**src/rtl/div_pkg.sv**
```systemverilog
package div_pkg;

    typedef enum logic [1:0] {
        ST_IDLE = 2'd0,
        ST_RUN  = 2'd1,
        ST_ADJ  = 2'd2,
        ST_DONE = 2'd3
    } div_state_e;

endpackage

```
**src/rtl/div_ctrl.sv**
```systemverilog
module div_ctrl
    import div_pkg::*;
#(
    parameter int W = 32
) (
    input  logic clk,
    input  logic rst_n,
    input  logic start,
    input  logic dvs_zero,
    output logic load_o,
    output logic step_o,
    output logic latch_o,
    output logic busy_o,
    output logic done_o
);

    localparam int CW = (W > 1) ? $clog2(W) : 1;
    localparam logic [CW-1:0] LAST = CW'(W - 1);

    div_state_e state_q, state_d;
    logic [CW-1:0] iter_q;
    logic          last_iter;

    assign last_iter = (iter_q == LAST);

    // state register and iteration counter
    always_ff @(posedge clk or negedge rst_n) begin
        if (!rst_n) begin
            state_q <= ST_IDLE;
            iter_q  <= '0;
        end else begin
            state_q <= state_d;
            if (load_o)
                iter_q <= '0;
            else if (step_o)
                iter_q <= iter_q + 1'b1;
        end
    end

    // next-state decode
    always_comb begin
        state_d = state_q;
        unique case (state_q)
            ST_IDLE: if (start) state_d = dvs_zero ? ST_ADJ : ST_RUN;
            ST_RUN:  if (last_iter) state_d = ST_ADJ;
            ST_ADJ:  state_d = ST_DONE;
            ST_DONE: state_d = ST_IDLE;
            default: state_d = ST_IDLE;
        endcase
    end

    // outputs
    always_comb begin
        load_o  = (state_q == ST_IDLE) && start;
        step_o  = (state_q == ST_RUN);
        latch_o = (state_q == ST_ADJ);
        busy_o  = (state_q == ST_RUN) || (state_q == ST_ADJ);
        done_o  = (state_q == ST_DONE);
    end

endmodule

```
**src/rtl/div_operand.sv**
```systemverilog
module div_operand #(
    parameter int W = 32
) (
    input  logic         clk,
    input  logic         rst_n,
    input  logic         load,
    input  logic         signed_mode,
    input  logic [W-1:0] dividend,
    input  logic [W-1:0] divisor,
    output logic [W-1:0] dvd_mag,
    output logic         dvs_zero,
    output logic [W-1:0] dvs_mag_q,
    output logic [W-1:0] dvd_raw_q,
    output logic         neg_q_q,
    output logic         neg_r_q,
    output logic         zero_q
);

    logic         dvd_neg, dvs_neg;
    logic [W-1:0] dvs_mag;

    assign dvd_neg  = signed_mode && dividend[W-1];
    assign dvs_neg  = signed_mode && divisor[W-1];
    assign dvd_mag  = dvd_neg ? (~dividend + 1'b1) : dividend;
    assign dvs_mag  = dvs_neg ? (~divisor + 1'b1) : divisor;
    assign dvs_zero = (divisor == '0);

    always_ff @(posedge clk or negedge rst_n) begin
        if (!rst_n) begin
            dvs_mag_q <= '0;
            dvd_raw_q <= '0;
            neg_q_q   <= 1'b0;
            neg_r_q   <= 1'b0;
            zero_q    <= 1'b0;
        end else if (load) begin
            dvs_mag_q <= dvs_mag;
            dvd_raw_q <= dividend;
            neg_q_q   <= dvd_neg ^ dvs_neg;
            neg_r_q   <= dvd_neg;
            zero_q    <= dvs_zero;
        end
    end

endmodule

```
**src/rtl/div_core.sv**
```systemverilog
module div_core #(
    parameter int W = 32
) (
    input  logic         clk,
    input  logic         rst_n,
    input  logic         load,
    input  logic         step,
    input  logic [W-1:0] dvd_mag,
    input  logic [W-1:0] dvs_mag,
    output logic [W-1:0] quo_mag,
    output logic [W-1:0] rem_mag
);

    localparam int AW = 2 * W + 1;

    logic [AW-1:0] acc_q;
    logic [W:0]    upper;
    logic [W+1:0]  diff;
    logic          fits;

    assign upper = acc_q[AW-1:W];
    assign diff  = {1'b0, upper} - {2'b00, dvs_mag};
    assign fits  = ~diff[W+1];

    always_ff @(posedge clk or negedge rst_n) begin
        if (!rst_n) begin
            acc_q <= '0;
        end else if (load) begin
            acc_q <= {{W{1'b0}}, dvd_mag, 1'b0};
        end else if (step) begin
            if (fits)
                acc_q <= {diff[W-1:0], acc_q[W-1:0], 1'b1};
            else
                acc_q <= {acc_q[AW-2:0], 1'b0};
        end
    end

    assign quo_mag = acc_q[W-1:0];
    assign rem_mag = acc_q[AW-1:W+1];

endmodule

```
**src/rtl/div_result.sv**
```systemverilog
module div_result #(
    parameter int W = 32
) (
    input  logic         clk,
    input  logic         rst_n,
    input  logic         latch,
    input  logic         zero,
    input  logic         neg_q,
    input  logic         neg_r,
    input  logic [W-1:0] quo_mag,
    input  logic [W-1:0] rem_mag,
    input  logic [W-1:0] dvd_raw,
    output logic [W-1:0] quo_q,
    output logic [W-1:0] rem_q,
    output logic         zero_flag_q
);

    logic [W-1:0] quo_fix, rem_fix;

    always_comb begin
        if (zero) begin
            quo_fix = '1;
            rem_fix = dvd_raw;
        end else begin
            quo_fix = neg_q ? (~quo_mag + 1'b1) : quo_mag;
            rem_fix = neg_r ? (~rem_mag + 1'b1) : rem_mag;
        end
    end

    always_ff @(posedge clk or negedge rst_n) begin
        if (!rst_n) begin
            quo_q       <= '0;
            rem_q       <= '0;
            zero_flag_q <= 1'b0;
        end else if (latch) begin
            quo_q       <= quo_fix;
            rem_q       <= rem_fix;
            zero_flag_q <= zero;
        end
    end

endmodule

```
**src/rtl/seq_divider.sv**
```systemverilog
module seq_divider #(
    parameter int W = 32
) (
    input  logic         clk,
    input  logic         rst_n,
    input  logic         start,
    input  logic         signed_mode,
    input  logic [W-1:0] dividend,
    input  logic [W-1:0] divisor,
    output logic         busy,
    output logic         done,
    output logic         div_zero,
    output logic [W-1:0] lo_quot,
    output logic [W-1:0] hi_rem
);

    logic         load, step, latch;
    logic         dvs_zero;
    logic [W-1:0] dvd_mag, dvs_mag_q, dvd_raw_q;
    logic         neg_q_q, neg_r_q, zero_q;
    logic [W-1:0] quo_mag, rem_mag;

    div_ctrl #(.W(W)) u_ctrl (
        .clk      (clk),
        .rst_n    (rst_n),
        .start    (start),
        .dvs_zero (dvs_zero),
        .load_o   (load),
        .step_o   (step),
        .latch_o  (latch),
        .busy_o   (busy),
        .done_o   (done)
    );

    div_operand #(.W(W)) u_operand (
        .clk         (clk),
        .rst_n       (rst_n),
        .load        (load),
        .signed_mode (signed_mode),
        .dividend    (dividend),
        .divisor     (divisor),
        .dvd_mag     (dvd_mag),
        .dvs_zero    (dvs_zero),
        .dvs_mag_q   (dvs_mag_q),
        .dvd_raw_q   (dvd_raw_q),
        .neg_q_q     (neg_q_q),
        .neg_r_q     (neg_r_q),
        .zero_q      (zero_q)
    );

    div_core #(.W(W)) u_core (
        .clk     (clk),
        .rst_n   (rst_n),
        .load    (load),
        .step    (step),
        .dvd_mag (dvd_mag),
        .dvs_mag (dvs_mag_q),
        .quo_mag (quo_mag),
        .rem_mag (rem_mag)
    );

    div_result #(.W(W)) u_result (
        .clk         (clk),
        .rst_n       (rst_n),
        .latch       (latch),
        .zero        (zero_q),
        .neg_q       (neg_q_q),
        .neg_r       (neg_r_q),
        .quo_mag     (quo_mag),
        .rem_mag     (rem_mag),
        .dvd_raw     (dvd_raw_q),
        .quo_q       (lo_quot),
        .rem_q       (hi_rem),
        .zero_flag_q (div_zero)
    );

endmodule

```
**config.mk**
```make
export PLATFORM = sky130hd
export DESIGN_NAME = seq_divider
export DESIGN_NICKNAME = d
export VERILOG_FILES = /design/src/rtl/div_pkg.sv /design/src/rtl/div_ctrl.sv /design/src/rtl/div_operand.sv /design/src/rtl/div_core.sv /design/src/rtl/div_result.sv /design/src/rtl/seq_divider.sv
export SDC_FILE = /design/constraint.sdc
export NUM_CORES = 1
export LEC_CHECK = 0
export BUFFER_PORTS_ARGS = -buffer_cell sky130_fd_sc_hd__buf_4
export CAP_MARGIN = 20
export CORE_ASPECT_RATIO = 2
export CORE_MARGIN = 2
export CORE_UTILIZATION = 45
export DETAILED_ROUTE_END_ITERATION = 8
export GPL_TIMING_DRIVEN = 0
export SETUP_SLACK_MARGIN = 0.2
export SYNTH_ARGS = -nofsm -noshare
export SYNTH_HDL_FRONTEND = slang
export SYNTH_SLANG_ARGS = --single-unit
```
**constraint.sdc**
```tcl
create_clock -name clk -period 9.12 [get_ports clk]
set_input_delay 0 -clock clk [delete_from_list [all_inputs] [get_ports clk]]
set_output_delay 0 -clock clk [all_outputs]
set_load 0.02 [all_outputs]
```
* After elaboration in Yosys (flattened, before gate mapping) *
Index checks and enable logic that the tools add are counted.

storage, ports and cells
  bits in registers = 204
  input port bits = 68
  output and inout bits = 67

cells by class
  add/subtract/negate cells = 6
  equality and inequality tests = 6
  multiplexer cells = 15
  bitwise operators = 5
  reductions and logical operators = 8

operators with widths
  cell                                                    count
  two-way mux 65 bit                                      3
  two-way mux 32 bit                                      6
  adder 32 x 1 -> 32 bit (second input constant)          4
  NOT 32 bit                                              4
  subtractor 33 x 32 -> 34 bit                            1
  logical NOT 32 bit                                      1
  two-way mux 5 bit                                       2
  one-hot mux 2 bit (4 select lines)                      1
  two-way mux 2 bit                                       3
  adder 5 x 1 -> 5 bit (second input constant)            1
  == test 5 bit (second input constant)                   1
  == test 2 bit (second input constant)                   2
  logical AND 1 bit                                       3
  == test 2 x 1 -> 1 bit (second input constant)          1
  logical NOT 2 bit                                       1
  inequality test 2 x 1 -> 1 bit (second input constant)  1
  inequality test 2 bit (second input constant)           1
  AND reduction 2 bit                                     1
  nonzero test 2 bit                                      1
  logical OR 1 bit                                        1
  XOR 1 bit                                               1

* Depth between registers and ports, before layout *
Gate-level depths: netlist (run 1).

  depth in word-level cells = 4
  mapped depth = 15

* Modules after synthesis *
From an unflattened synthesis (run 1), not the netlist that was laid out.

unflattened totals
  cell total of the unflattened synthesis = 1,638
  area, all modules = 14,292.5 sq um

modules (own cells, without submodules)
  module       instances  cells each  area each (sq um)
  div_core     1          653         5,401.4
  div_result   1          496         4,279.1
  div_operand  1          449         4,172.8
  div_ctrl     1          40          439.2

* Least setup slack after synthesis (run 1) *
OpenSTA, ideal clock, no wires.

  path type = reg2reg
  start point = register u_core.acc_q[33]
  end point = register u_result.rem_q[30]
  library setup time = 0.125 ns
  data arrival time = 3.705 ns
  data required time = 8.995 ns
  slack = 5.290 ns
  stages on the path, launching flop included = 13
  period minus slack after synthesis = 3.830 ns
  cells stage by stage = dfrtp_1 > inv_1 > ha_1 > or4b_1 > or3_1 > or3_4 > or4_1 > or3_1 > or4_4 > o31ai_4 > xor2_1 > o21ai_1 > mux2_4

between the ends
  word-level cells in the longest chain between the ends = 4

ends and longest elaborated chain
  item                      RTL line          RTL
  start: declaration        div_core.sv:16    logic [AW-1:0] acc_q;
  start signal: assignment  div_core.sv:29    acc_q <= {{W{1'b0}}, dvd_mag, 1'b0};
  start signal: assignment  div_core.sv:32    acc_q <= {diff[W-1:0], acc_q[W-1:0], 1'b1};
  start signal: assignment  div_core.sv:34    acc_q <= {acc_q[AW-2:0], 1'b0};
  NOT 32 bit                div_result.sv:26  rem_fix = neg_r ? (~rem_mag + 1'b1) : rem_mag;
  adder 32 x 1 -> 32 bit    div_result.sv:26
  two-way mux 32 bit        div_result.sv:26
  two-way mux 32 bit        div_result.sv:21  if (zero) begin
  end signal: assignment    div_result.sv:37  rem_q <= rem_fix;
  end: declaration          div_result.sv:14  output logic [W-1:0] rem_q,

No other way between the ends.
A chain may end at the register's enable or synchronous reset.

* Worst setup path after layout (run 1) *
  start point = register u_core.acc_q[40]
  end point = register u_core.acc_q[49]

between the ends
  word-level cells in the longest chain between the ends = 4

ends and longest elaborated chain
  item                          RTL line        RTL
  subtractor 33 x 32 -> 34 bit  div_core.sv:22  assign diff = {1'b0, upper} - {2'b00, dvs_mag};
  two-way mux 65 bit            div_core.sv:31  if (fits)
  two-way mux 65 bit            div_core.sv:30  end else if (step) begin
  two-way mux 65 bit            div_core.sv:28  end else if (load) begin

No other way between the ends. The select of a mux whose other input is x is not followed.

==> impl_metrics.csv, run 1 <==
group,metric,value,unit
global_route,antenna_found_initial,0,
synthesis,synth_cell_types,54,
min_path,hold_path_class,"in -> async",
setup_path,path_class,"reg -> reg",
placement,place_ws,4.67,ns
setup_path,crit_fanout,10,
sta,tightest_slew,0.985,ns
sta,fin_skew,0.0152,ns
synthesis,synth_enable_flop_cells,0,
global_route,grt_pass1_vias,11200,
job,maxCapViolCount,0,
placement,placed_cell_area,0.0141,mm^2
sta,hold_slack,0.146,ns
die,dieWidth,123,um
finish,nets,1779,
sta,hold_viol_final,0,
placement,place_congestion,0.986,
synthesis,synth-async-reset-ratio,1.00,
synthesis,syn-num-nets,1545,
power,power_density,402,mW/mm^2
finish,fill_cells,2602,
power,p_leak,6.68,nW
clocking,root_buffer,"clkbuf_16",
drt,drt-total-wl,38400,um
die,start_util,0.457,
drt,dr_total_vias,11000,
sta,fmax,0.222,GHz
placement,dp_hpwl,30000,um
drt,via_per_inst,5.39,
drt,drtIter0Drc,597,
placement,place_inst,1920,
synthesis,ys_seq_area_frac,0.404,
status,status,"complete, no violations",
global_route,grt_usage,0.264,
sta,worst_slack,4.61,ns
synthesis,synth_cells,1433,
clocking,cts_tree,"done",
clocking,h-tree-depth,1,
die,dieHeight,241,um
setup_path,endpoint_kind,"flop",
finish,syn2layout_area_growth,22.8,%
finish,drive_gt1_frac,0.123,
sta,tns,0,ns
sta,setup_viol,0,
clocking,cts_buffer_depth,3,
finish,layout_common_cells,"nand2_1 (255), dfrtp_1 (204), o21ai_0 (170)",
drt,ant_nets,0,
sta,fin_crit_sh,0.494,
clocking,clkTransAtPathRegs,0.07,ns
synthesis,synth.avg_cell_area,8.83,um^2
clocking,numCtsBuffers,20,
placement,port_buffers,134,
clocking,cts_setup_buffers,0,
global_route,grt_pass1_wl,59700,um
drt,drc_errors,0,
die,placementRows,86,
finish,final_common_cell,"nand2_1",
power,peakVddDrop,0.000165,V
sta,slew_headroom,0.339,
setup_path,required,9.55,ns
synthesis,ys_seq_elements,204,
sta,drv_slew,0,
die,core,0.0277,mm^2
clocking,clock-sinks,204,
finish,final_cells,2032,
finish,num_antenna_cells,0,
setup_path,cp_data_arrival_time,4.94,ns
clocking,clk_latency,0.52,ns
setup_path,ff2ff_path_depth,13,
die,dieArea,0.0295,mm^2
synthesis,synthesis.area,0.0126,mm^2
drt,wl_per_cell,18.9,um
sta,rsz0062_at_grt,"no",
setup_path,cp-start-kind,"flop",
clocking,cts_hold_buf,77,
global_route,grt_start_max_net_pins,110,
clocking,cts-resized-gates,0,
synthesis,yosysWarnings,0,
finish,final_area,0.0155,mm^2
setup_path,regToRegSetupSlack,4.61,ns
synthesis,synth_flop_cell,"dfrtp_1",
drt,drt_pass1_iterations,4,
global_route,grt-ovfl-total,0,
die,io_pins,135,
sta,finalCriticalPeriod,4.51,ns
-- registers in the layout (all words and copies together), names as in the netlist --
name	count
u_ctrl.iter_q	5
u_operand.neg_r_q	1
u_operand.zero_q	1
u_operand.neg_q_q	1
u_result.zero_flag_q	1
u_ctrl.state_q	2
u_operand.dvd_raw_q	32
u_core.acc_q	65
u_result.quo_q	32
u_result.rem_q	32
u_operand.dvs_mag_q	32
-- kinds of logic (layout without fill, tap and decap cells) --
logic type | count (synthesis) | in the layout | synth area share
buffers and inverters | 129 | 376 | 0.0389
multiplexers | 84 | 84 | 0.0697
XOR/XNOR | 147 | 147 | 0.102
flip-flops | 204 | 204 | 0.404
AND/OR/NAND/NOR | 451 | 451 | 0.157
adder cells (fa/ha/maj) | 44 | 44 | 0.0441
AO/OA/AOI/OAI | 374 | 374 | 0.185
-- per-layer routing --
| metal | GRT usage | up-vias | wire [um] |
|---|---|---|---|
| met4 | 0.137 | 0 | 2000 |
| met3 | 0.0189 | 85 | 881 |
| li1 | - | 5475 | - |
| met5 | 0 | - | 0 |
| met1 | 0.256 | 5203 | 13300 |
| met2 | 0.534 | 197 | 22200 |
-- cells in the mapped netlist (3+ instances only) --
| cell type | number | share of area |
|---|---|---|
| and3_1 | 8 | 0.0040 |
| dfrtp_1 | 204 | 0.40 |
| nor3_1 | 17 | 0.0067 |
| o31ai_1 | 31 | 0.018 |
| o41ai_1 | 12 | 0.0083 |
| or4_1 | 10 | 0.0059 |
| mux2i_1 | 54 | 0.043 |
| nand3b_1 | 3 | 0.0018 |
| o21a_1 | 5 | 0.0030 |
| and2_1 | 4 | 0.0020 |
| or3_1 | 20 | 0.0099 |
| o22a_1 | 31 | 0.021 |
| buf_1 | 7 | 0.0021 |
| o21bai_1 | 3 | 0.0018 |
| a21oi_1 | 46 | 0.018 |
| nand2_1 | 255 | 0.076 |
| o21ai_0 | 170 | 0.067 |
| inv_1 | 53 | 0.016 |
| xor2_1 | 72 | 0.050 |
| a211oi_1 | 27 | 0.016 |
| o211ai_1 | 3 | 0.0018 |
| or2_2 | 3 | 0.0015 |
| ha_1 | 43 | 0.043 |
| a31oi_1 | 13 | 0.0064 |
| a21o_1 | 14 | 0.0083 |
| xnor2_1 | 75 | 0.052 |
| nor4_1 | 9 | 0.0045 |
| nor2b_1 | 10 | 0.0049 |
| mux2_2 | 29 | 0.026 |
| nand3_1 | 17 | 0.0067 |
| nand2b_1 | 9 | 0.0045 |
| clkbuf_1 | 68 | 0.020 |
| nor2_1 | 78 | 0.023 |
-- worst paths after layout --
| path | startpoint | endpoint |
|---|---|---|
| min in group clk | dividend[26] | u_operand.dvd_raw_q[26]$_DFFE_PN0P_ |
| max | u_core.acc_q[40]$_DFFE_PN0P_ | u_core.acc_q[49]$_DFFE_PN0P_ |
| max reg2reg | u_core.acc_q[40]$_DFFE_PN0P_ | u_core.acc_q[49]$_DFFE_PN0P_ |
| min reg2reg | u_operand.dvs_mag_q[6]$_DFFE_PN0P_ | u_operand.dvs_mag_q[6]$_DFFE_PN0P_ |
| min | rst_n | u_operand.dvs_mag_q[29]$_DFFE_PN0P_ |
| max in group asynchronous | rst_n | u_core.acc_q[2]$_DFFE_PN0P_ |
-- critical path, cell delays in order (launching register included) --
cell and delay [ns]:
dfrtp_1 0.48, ha_1 0.37, and3_1 0.26, a221oi_1 0.62
a21oi_1 0.15, a311oi_1 0.83, nor3_1 0.13, nor2_1 0.22
a21oi_1 0.10, buf_1 0.35, clkbuf_1 0.42, nand2_1 0.15
o21ai_0 0.09, a211oi_1 0.24
-- area by class of cell --
| type | count | area [um^2] | area share |
|---|---|---|---|
| Sequential cell | 204 | 5100 | 0.329 |
| Buffer | 76 | 293 | 0.0189 |
| Clock buffer | 29 | 596 | 0.0383 |
| Inverter | 53 | 199 | 0.0128 |
| Clock inverter | 6 | 35.0 | 0.00226 |
| Tap cell | 352 | 440 | 0.0284 |
| Multi-Input combinational cell | 1100 | 7050 | 0.454 |
| Timing Repair Buffer | 212 | 1810 | 0.117 |
-- stage by stage --
stage | power, mW | util
2_1_floorplan | 4.28 | -
3_3_place_gp | 5.32 | 0.510
3_5_place_dp | 5.39 | 0.511
4_1_cts | 6.26 | 0.562
5_1_grt | 6.73 | 0.562
6_report | 6.24 | 0.562
-- report_power, final --
group          total, mW  internal (mW)  leakage, nW  switching [mW]
clock              0.824          0.454        0.308           0.370
combinational       3.62           1.57         3.90            2.05
sequential          1.79           1.36         2.48           0.438
total               6.24           3.38         6.68            2.86
(Power assumes the default switching activity.)
==> run 2, diff against run 1 <==
==> constraint.sdc (replaced) <==
create_clock -name clk -period 4.7 [get_ports clk]
set_input_delay 0 -clock clk [delete_from_list [all_inputs] [get_ports clk]]
set_output_delay 0 -clock clk [all_outputs]
set_load 0.02 [all_outputs]
==> run 2 against run 1 <==
Net effect: design area about the same; via count about the same; clock skew decreased by 0.0012 ns; flip-flop and latch count unchanged; critical path depth decreased by 1; first-iteration DRC count decreased by 3.5%; total power increased by 94%; global-route usage unchanged; wire length about the same; combinational power increased by 94%; die area unchanged; count of clock-buffer cells in the layout unchanged; largest cell class unchanged.
==> impl_metrics.csv, run 2 (synthesis results as in run 1) <==
group,metric,value,unit
status,status,"complete, no violations",
finish,largest_reg_flops,65,
sta,tightest_slew,0.935,ns
drt,drt-total-wl,38400,um
setup_path,crit_fanout,7,
setup_path,path_class,"reg -> reg",
global_route,grt_usage,0.264,
drt,drtIter0Drc,576,
clocking,clkTransAtPathRegs,0.07,ns
clocking,h-tree-depth,1,
global_route,grt_pass1_vias,11200,
die,core,0.0277,mm^2
drt,via_per_inst,5.40,
finish,num_antenna_cells,0,
clocking,clock-sinks,204,
global_route,grt_start_max_net_pins,110,
sta,drv_slew,0,
power,p_leak,6.69,nW
drt,drt_pass1_iterations,5,
placement,port_buffers,134,
finish,drive_gt1_frac,0.124,
power,power_density,780,mW/mm^2
global_route,grt_pass1_wl,59700,um
setup_path,cp_data_arrival_time,4.73,ns
die,start_util,0.457,
clocking,root_buffer,"clkbuf_16",
finish,final_common_cell,"nand2_1",
sta,setup_viol,0,
job,maxCapViolCount,0,
sta,tns,0,ns
die,dieWidth,123,um
clocking,cts_tree,"done",
finish,final_area,0.0155,mm^2
placement,place_congestion,0.986,
drt,dr_total_vias,11000,
die,placementRows,86,
setup_path,cp-start-kind,"flop",
finish,layout_common_cells,"nand2_1 (255), dfrtp_1 (204), o21ai_0 (170)",
drt,wl_per_cell,18.9,um
finish,fin_util,0.562,
sta,rsz0062_at_grt,"no",
clocking,numCtsBuffers,20,
die,dieHeight,241,um
die,io_pins,135,
setup_path,required,5.11,ns
global_route,antenna_found_initial,0,
sta,fin_crit_sh,0.921,
sta,hold_viol_final,0,
drt,ant_nets,0,
sta,fmax,0.231,GHz
global_route,grt-ovfl-total,0,
placement,dp_hpwl,30000,um
die,dieArea,0.0295,mm^2
sta,finalCriticalPeriod,4.33,ns
placement,place_inst,1920,
finish,top_register,"u_core.acc_q",
drt,drc_errors,0,
clocking,cts_buffer_depth,3,
finish,syn2layout_area_growth,22.8,%
min_path,hold_path_class,"in -> async",
setup_path,regToRegSetupSlack,0.37,ns
sta,slew_headroom,0.372,
finish,final_cells,2032,
power,finalPower,12.1,mW
power,peakVddDrop,0.000322,V
sta,fin_skew,0.0140,ns
placement,placed_cell_area,0.0141,mm^2
clocking,clk_latency,0.52,ns
finish,nets,1779,
setup_path,endpoint_kind,"flop",
==> run 2: changes by cell type in the layout (fill, tap and decap cells not counted) <==
cell | previous run | this run
a311oi_1 | 2 | 1
a311oi_2 | 0 | 1
==> run 2: area by class of cell <==
cell class              count  area (um^2)
repair buffers            212         1810
well taps                 352          440
multi-input cells        1100         7060
plain buffers              76          293
clock inverters             6         35.0
flip-flops and latches    204         5100
clock buffers              29          596
inverters                  53          199
fillers                  2601        12100
==> run 2: final timing paths <==
| check | from | to | cells past startpoint |
|---|---|---|---|
| hold / removal | rst_n | u_operand.dvs_mag_q[29]$_DFFE_PN0P_ | 2 |
| max in group asynchronous | rst_n | u_core.acc_q[2]$_DFFE_PN0P_ | 3 |
| setup / recovery | u_core.acc_q[33]$_DFFE_PN0P_ | u_result.rem_q[30]$_DFFE_PN0P_ | 12 |
| min in group clk | dividend[26] | u_operand.dvd_raw_q[26]$_DFFE_PN0P_ | 4 |
| setup reg to reg | u_core.acc_q[33]$_DFFE_PN0P_ | u_result.rem_q[30]$_DFFE_PN0P_ | 12 |
| hold reg to reg | u_operand.dvs_mag_q[3]$_DFFE_PN0P_ | u_operand.dvs_mag_q[3]$_DFFE_PN0P_ | 2 |
==> run 2: repair_timing <==
item	in CTS	in global routing
resized for setup	0	1
hold endpoints to repair	208	0
setup buffers	0	0
hold buffers	77	0
endpoints found under the setup margin	0	14
==> run 2: per-layer routing <==
metal  track usage  routed length, um  vias up
li1              -                  -     5478
met1         0.256              13200     5173
met2         0.534              22200      228
met3        0.0189                943       87
met4         0.137               1990        0
met5             0                  0        -
==> run 2: worst max-delay path, stage by stage (launching register included) <==
cell,delay [ns]
dfrtp_1,0.49
inv_1,0.12
ha_1,0.21
or4b_1,0.47
or3_1,0.43
or3_4,0.39
or4_1,0.44
or3_1,0.40
or4_4,0.53
o31ai_4,0.18
xor2_1,0.20
o21ai_1,0.10
mux2_4,0.26
==> run 2: report_power, final <==
| group | internal (mW) | total [mW] | switching (mW) |
|---|---|---|---|
| combinational | 3.05 | 7.03 | 3.98 |
| clock | 0.882 | 1.60 | 0.718 |
| sequential | 2.63 | 3.48 | 0.848 |
==> run 2: metrics by stage <==
step                      hold slack, ns  setup slack [ns]
after floorplan                   -0.296             0.870
after global placement             0.229             0.295
after detailed placement           0.120             0.255
after CTS                          0.166             0.232
after global routing               0.231             0.241
final                              0.137             0.372
